## config.mk

```make
export PLATFORM = sky130hd
export DESIGN_NAME = pd_accum_detect
export DESIGN_NICKNAME = d
export VERILOG_FILES = /design/src/rtl/pd_pkg.sv /design/src/rtl/pd_c_stage.sv /design/src/rtl/pd_ref_sel.sv /design/src/rtl/pd_match.sv /design/src/rtl/pd_accum_detect.sv
export SDC_FILE = /design/constraint.sdc
export NUM_CORES = 1
export LEC_CHECK = 0
export BUFFER_PORTS_ARGS = -buffer_cell sky130_fd_sc_hd__buf_4
export CAP_MARGIN = 20
export CORE_ASPECT_RATIO = 0.8
export CORE_MARGIN = 3
export CORE_UTILIZATION = 50
export DETAILED_ROUTE_END_ITERATION = 6
export MAX_ROUTING_LAYER = met4
export PLACE_DENSITY = 0.73
export REMOVE_ABC_BUFFERS = 1
export SYNTH_ARGS = -nofsm -noshare
export SYNTH_HDL_FRONTEND = slang
export SYNTH_SLANG_ARGS = --single-unit
```

## constraint.sdc

```tcl
create_clock -name clk -period 4.7 [get_ports clk]
set_input_delay 0.705 -clock clk [delete_from_list [all_inputs] [get_ports clk]]
set_output_delay 0.705 -clock clk [all_outputs]
set_load 0.02 [all_outputs]
```

## src/rtl/pd_pkg.sv

```systemverilog
package pd_pkg;
  typedef enum logic {PAT_FIXED, PAT_C} pat_src_e;
  typedef enum logic [1:0] {MSK_FIXED, MSK_C, MSK_RND1, MSK_RND2} mask_src_e;
  typedef enum logic [1:0] {AR_NONE, AR_MATCH, AR_LOSS} ar_mode_e;
endpackage

```

## src/rtl/pd_c_stage.sv

```systemverilog
module pd_c_stage #(
  parameter int W     = 48,
  parameter int C_REG = 1
) (
  input  logic         clk,
  input  logic         rst,
  input  logic         ce,
  input  logic [W-1:0] c_in,
  output logic [W-1:0] c_eff
);
  logic [W-1:0] c_q;

  always_ff @(posedge clk) begin
    if (rst)     c_q <= '0;
    else if (ce) c_q <= c_in;
  end

  // optional alignment register on the C operand
  always_comb c_eff = (C_REG != 0) ? c_q : c_in;
endmodule

```

## src/rtl/pd_ref_sel.sv

```systemverilog
module pd_ref_sel
  import pd_pkg::*;
#(
  parameter int        W           = 48,
  parameter pat_src_e  PAT_SRC     = PAT_FIXED,
  parameter mask_src_e MASK_SRC    = MSK_FIXED,
  parameter logic [W-1:0] FIX_PATTERN = '0,
  parameter logic [W-1:0] FIX_MASK    = 48'h3fff
) (
  input  logic [W-1:0] c_eff,
  output logic [W-1:0] pattern,
  output logic [W-1:0] mask
);
  logic [W-1:0] c_neg;
  always_comb c_neg = ~c_eff;

  // pattern source
  always_comb pattern = (PAT_SRC == PAT_C) ? c_eff : FIX_PATTERN;

  // mask source, rounding variants fill vacated low bits with 0
  always_comb begin
    case (MASK_SRC)
      MSK_C:    mask = c_eff;
      MSK_RND1: mask = {c_neg[W-2:0], 1'b0};
      MSK_RND2: mask = {c_neg[W-3:0], 2'b00};
      default:  mask = FIX_MASK;
    endcase
  end
endmodule

```

## src/rtl/pd_match.sv

```systemverilog
module pd_match #(
  parameter int W = 48
) (
  input  logic [W-1:0] value,
  input  logic [W-1:0] pattern,
  input  logic [W-1:0] mask,
  output logic         hit,
  output logic         hit_inv
);
  logic [W-1:0] same_bits;
  logic [W-1:0] diff_bits;

  always_comb begin
    same_bits = ~(value ^ pattern) | mask;
    diff_bits =  (value ^ pattern) | mask;
    hit       = &same_bits;
    hit_inv   = &diff_bits;
  end
endmodule

```

## src/rtl/pd_accum_detect.sv

```systemverilog
module pd_accum_detect
  import pd_pkg::*;
#(
  parameter int        W           = 48,
  parameter int        C_REG       = 1,
  parameter pat_src_e  PAT_SRC     = PAT_FIXED,
  parameter mask_src_e MASK_SRC    = MSK_FIXED,
  parameter ar_mode_e  AR_MODE     = AR_NONE,
  parameter logic [W-1:0] FIX_PATTERN = '0,
  parameter logic [W-1:0] FIX_MASK    = 48'h3fff
) (
  input  logic         clk,
  input  logic         rst,
  input  logic         ce,
  input  logic [W-1:0] addend,
  input  logic [W-1:0] c_in,
  output logic [W-1:0] p_out,
  output logic         match_out,
  output logic         match_inv_out
);
  logic [W-1:0] c_eff, pattern, mask, acc_q, acc_nxt;
  logic         match_q, inv_q, prev_q, fire, load, hit, hit_inv;

  pd_c_stage #(.W(W), .C_REG(C_REG)) u_cstage (
    .clk(clk), .rst(rst), .ce(ce), .c_in(c_in), .c_eff(c_eff)
  );

  pd_ref_sel #(
    .W(W), .PAT_SRC(PAT_SRC), .MASK_SRC(MASK_SRC),
    .FIX_PATTERN(FIX_PATTERN), .FIX_MASK(FIX_MASK)
  ) u_ref (
    .c_eff(c_eff), .pattern(pattern), .mask(mask)
  );

  // autoreset condition from the registered flags
  always_comb begin
    case (AR_MODE)
      AR_MATCH: fire = match_q;
      AR_LOSS:  fire = !match_q && prev_q;
      default:  fire = 1'b0;
    endcase
  end

  always_comb begin
    load    = fire || ce;
    acc_nxt = fire ? '0 : acc_q + addend;
  end

  // flags evaluated on the value about to be loaded
  pd_match #(.W(W)) u_match (
    .value(acc_nxt), .pattern(pattern), .mask(mask),
    .hit(hit), .hit_inv(hit_inv)
  );

  always_ff @(posedge clk) begin
    if (rst) begin
      acc_q   <= '0;
      match_q <= 1'b0;
      inv_q   <= 1'b0;
      prev_q  <= 1'b0;
    end else begin
      prev_q <= match_q;
      if (load) begin
        acc_q   <= acc_nxt;
        match_q <= hit;
        inv_q   <= hit_inv;
      end
    end
  end

  assign p_out         = acc_q;
  assign match_out     = match_q;
  assign match_inv_out = inv_q;
endmodule

```

# Word level (Yosys, flattened, before mapping)
# Index checks and enable logic that the tools add are counted.
dict set report word_totals {
  regBits 50
  out_inout_bits 50
  elab_cells 7
}
dict set report op_classes {
  n_addsub 1
  bitwise 1
  n_reduce_logical 2
}
# cell count
set ops {}
lappend ops {{$reduce_and 34->1} 2}
lappend ops {{$add 48x48->48} 1}
lappend ops {{$not 48->48} 1}

# Logic depth before layout (Yosys ltp)
dict set report logic_depth {
  word_depth 3
  ltp_mapped 14
  mapped_depth_nobuf 13
}

# By module
# A second synthesis with hierarchy kept.
dict set report unflattened {
  cells_unflattened 1054
  area_unflattened_um2 8428.1
}
# module n_inst cells_per_inst area_per_inst_um2 seq_area_each_um2
set by_module_without_submodules {}
lappend by_module_without_submodules {pd_accum_detect 1 650 4917.2 1001.0}
lappend by_module_without_submodules {pd_c_stage 1 155 1729.2 960.9}
lappend by_module_without_submodules {pd_match 1 151 1053.5 0.0}
lappend by_module_without_submodules {pd_ref_sel 1 98 728.2 0.0}

# Worst setup path before layout
# No wires, ideal clock.
dict set report synth_timing {
  kind {input to register}
  startpoint {input addend[0]}
  endpoint {register match_q, in the netlist match_out}
  setup_ps 69
  t_arrival_ps 3781
  required_time_ps 4631
  slack_ps 850
  path_stages 13
  cell_sequence {ha_1 > fa_1 > a211oi_1 > o21a_1 > o221ai_4 > o21ai_2 > a21oi_1 > nor4_1 > or4b_1 > nor4b_2 > nand4_1 > or4_1 > o21ai_1}
}
dict set report synth_via {
  elab_chain_cells 3
}
# element line_no
set synth_lines {}
lappend synth_lines {{start, declared} pd_accum_detect.sv:15} ;# input logic [W-1:0] addend,
lappend synth_lines {{$add 48x48->48} pd_accum_detect.sv:46} ;# acc_nxt = fire ? '0 : acc_q + addend;
lappend synth_lines {{$not 48->48} pd_match.sv:14} ;# same_bits = ~(value ^ pattern) | mask;
lappend synth_lines {{$reduce_and 34->1} pd_match.sv:16} ;# hit = &same_bits;
lappend synth_lines {{end signal, assigned} pd_accum_detect.sv:65} ;# match_q <= hit;
lappend synth_lines {{end, declared} pd_accum_detect.sv:22} ;# logic match_q, inv_q, prev_q, fire, load, hit, hit_inv;
# Every way passes these cells.
# A chain may end at the register's enable or synchronous reset.

# Worst setup path in the final report
# Same ends and word-level chain as after synthesis.

==> impl_metrics.ini <==
[sta]
fmax_ghz = 0.227
tightest_slew_ns = 0.998
layout_min_cycle_time_ns = 4.40
hold_viol_final = 0
drv_slew = 0
finalSetupTns_ns = 0
finalSetupViolCount = 0
grt_setup_unrepaired = false
fin_worst_skew_ns = 0.00675
relSlewSlack_pct = 32.8
fin_crit_sh_pct = 93.6

[placed_design]
placed_area_mm2 = 0.00604
portBuffers = 100
dp_cells = 909
dp_hpwl_mm = 13.2
finalWeightedCongestion = 0.923

[floorplan]
fp.dieArea_mm2 = 0.0115
initial_utilization_pct = 52.3
die_w_um = 119
die_h_um = 96.6
ios = 149
rows = 32
coreArea_mm2 = 0.00981

[layout]
post-route-util_pct = 63.5
final_cells = 917
drive_above_1_share_pct = 19.0
fillers = 920
ff_latch_area_mm2 = 0.00100
finalNetCount = 927
antenna_cells = 0
areaGrowthSynthToFinish_pct = 21.6
multi_input_area_mm2 = 0.00395
postLayoutCellArea_mm2 = 0.00623

[drt]
vias = 5562
initialDrtViolationCount = 429
routedWlPerCell_um = 17.9
via_per_inst = 6.07
drtPass1Iterations = 5
ant_nets = 0
wl_mm = 16.4
drc = 0

[yosys]
synth_common_cells = nor2_1, nand2_1, a21oi_1
synth-edff-count = 0
yosys_warnings = 0
ys_ff_latch = 50
synthArstFlopShare_pct = 0
netlist_area_mm2 = 0.00513
ys_seq_area_share_pct = 19.5
synth_top_flop_cell = dfxtp_1
ys_top_cells_by_area = dfxtp_1, ha_1, nor2_1
syn-instance-count = 686
avgSynthCellArea_um2 = 7.47
ys_types = 71
synth_top_cell_by_area = dfxtp_1
synth_top_area_share_pct = 19.5
yosysMostFrequentCell = nor2_1

[clocking]
tritoncts = done
cts_buffers = 5
cts-root-buf = clkbuf_16
clock-sinks = 50
cts_resized = 0
post_cts_buffers = 0
clk_latency_ns = 0.30
htreeDepth = 2
clockBufferDepth = 2
path_clk_slew_ns = 0.07
hold_buffers = 0

[global_routing]
grt_pass1_vias = 5190
grt_max_degree = 51
grt_overflow_total = 0
grt.total_usage_pct = 29.0
grt_pass1_wl_mm = 26.1
antenna_found_initial = 0

[worst_setup_path]
crit_buf_inv = 1
slowest_stage = or4b_1
crit_family = simple AND/OR/NAND/NOR gates
crit_type = primary input to flip-flop
critPathMaxStageDelay_ns = 0.48
path_cells = buf_4 -> ha_1 -> fa_1 -> a211oi_1 -> o21a_1 -> o221ai_4 -> o21ai_2 -> a21oi_1 -> nor4_1 -> or4b_1 -> nor4b_2 -> nand4_1 -> or4_1 -> o21ai_1
endpoint_kind = flip-flop
cp-start-kind = primary input
crit_path_max_fanout = 6
worstPathRequired_ns = 4.94
cp.arrival_ns = 4.64

[pwr]
peakVddDrop_v = 0.000209
leakage_nw = 2.88
p_per_area_mw_per_mm2 = 381

[worst_hold_path]
hold_path_class = flip-flop to flip-flop

[outcome]
status = complete, no violations

[job]
maxCapViolCount = 0
[worst register-to-register path, cell delays in order (launching register included)]
cell and delay (ns):
dfxtp_1 0.36, ha_1 0.20, fa_1 0.26, a211oi_1 0.14, o21a_1 0.26, o221ai_4 0.33
o21ai_2 0.16, o41ai_2 0.81, nor4_1 0.10, a311oi_1 0.69, nand4_1 0.25, nor4_1 0.28
buf_4 0.18, nand4_1 0.11, nand2_1 0.09
[placed cells by master, fill, tap and decap left out, types with 17 or more instances in the layout]
cell and count:
a21o_1 19, a21oi_1 54, buf_4 117, dfxtp_1 50, ha_1 47, mux2i_1 35
nand2_1 67, nand3_1 24, nor2_1 110, nor3_1 17, o21ai_0 26, xnor2_1 18
[flip-flops by register name, indices dropped and copies added, names as in the netlist]
| register | count |
|---|---|
| match_out | 1 |
| p_out | 48 |
| match_inv_out | 1 |
[metrics by stage]
| stage | setup slack (ns) | hold slack [ns] | power (W) |
|---|---|---|---|
| detailed placement | 0.108 | 0.440 | 0.00187 |
| floorplan | 0.850 | 0.514 | 0.00144 |
| global placement | 0.155 | 0.430 | 0.00184 |
| finish | 0.301 | 0.448 | 0.00237 |
| global route | 0.142 | 0.484 | 0.00253 |
| CTS | 0.395 | 0.451 | 0.00236 |
[final timing paths]
kind	start	endpoint	slack (ns)	cells after the start
setup / recovery	addend[0]	match_out$_SDFFE_PP0P_	0.30	14
hold / removal	match_inv_out$_SDFFE_PP0P_	match_inv_out$_SDFFE_PP0P_	0.45	2
setup reg to reg	p_out[0]$_SDFFE_PP0P_	match_inv_out$_SDFFE_PP0P_	0.43	14
hold reg to reg	match_inv_out$_SDFFE_PP0P_	match_inv_out$_SDFFE_PP0P_	0.45	2
[report_power, final]
| group | leakage [nW] | switching, W | internal, W | total (W) |
|---|---|---|---|---|
| combinational | 2.37 | 0.000802 | 0.000538 | 0.00134 |
| sequential | 0.412 | 0.0000572 | 0.000488 | 0.000546 |
| clock | 0.0940 | 0.000182 | 0.000307 | 0.000488 |
[cell type report]
cell class	instances	area share (%)
Sequential cell	50	16.1
Timing Repair Buffer	117	14.1
Clock inverter	3	1.10
Inverter	10	0.602
Tap cell	136	2.73
Clock buffer	5	2.01
Multi-Input combinational cell	596	63.4
[kinds of logic after synthesis]
| logic type | Yosys count | share of synthesized area [%] |
|---|---|---|
| adder cells (fa/ha/maj) | 48 | 11.9 |
| multiplexers | 37 | 7.27 |
| XOR/XNOR | 29 | 4.95 |
| buffers and inverters | 40 | 3.37 |
| flip-flops | 50 | 19.5 |
| AND/OR/NAND/NOR | 289 | 26.6 |
| AO/OA/AOI/OAI | 193 | 26.4 |
[layer usage]
metal | vias up | global-route usage, % | share of wire, %
met5 | - | - | 0
met4 | 0 | 5.79 | 1.2
met3 | 13 | 6.29 | 9.0
met2 | 223 | 42.5 | 42
met1 | 2584 | 41.2 | 48
li1 | 2742 | - | -
No activity file was read; power rests on OpenSTA's default activity.
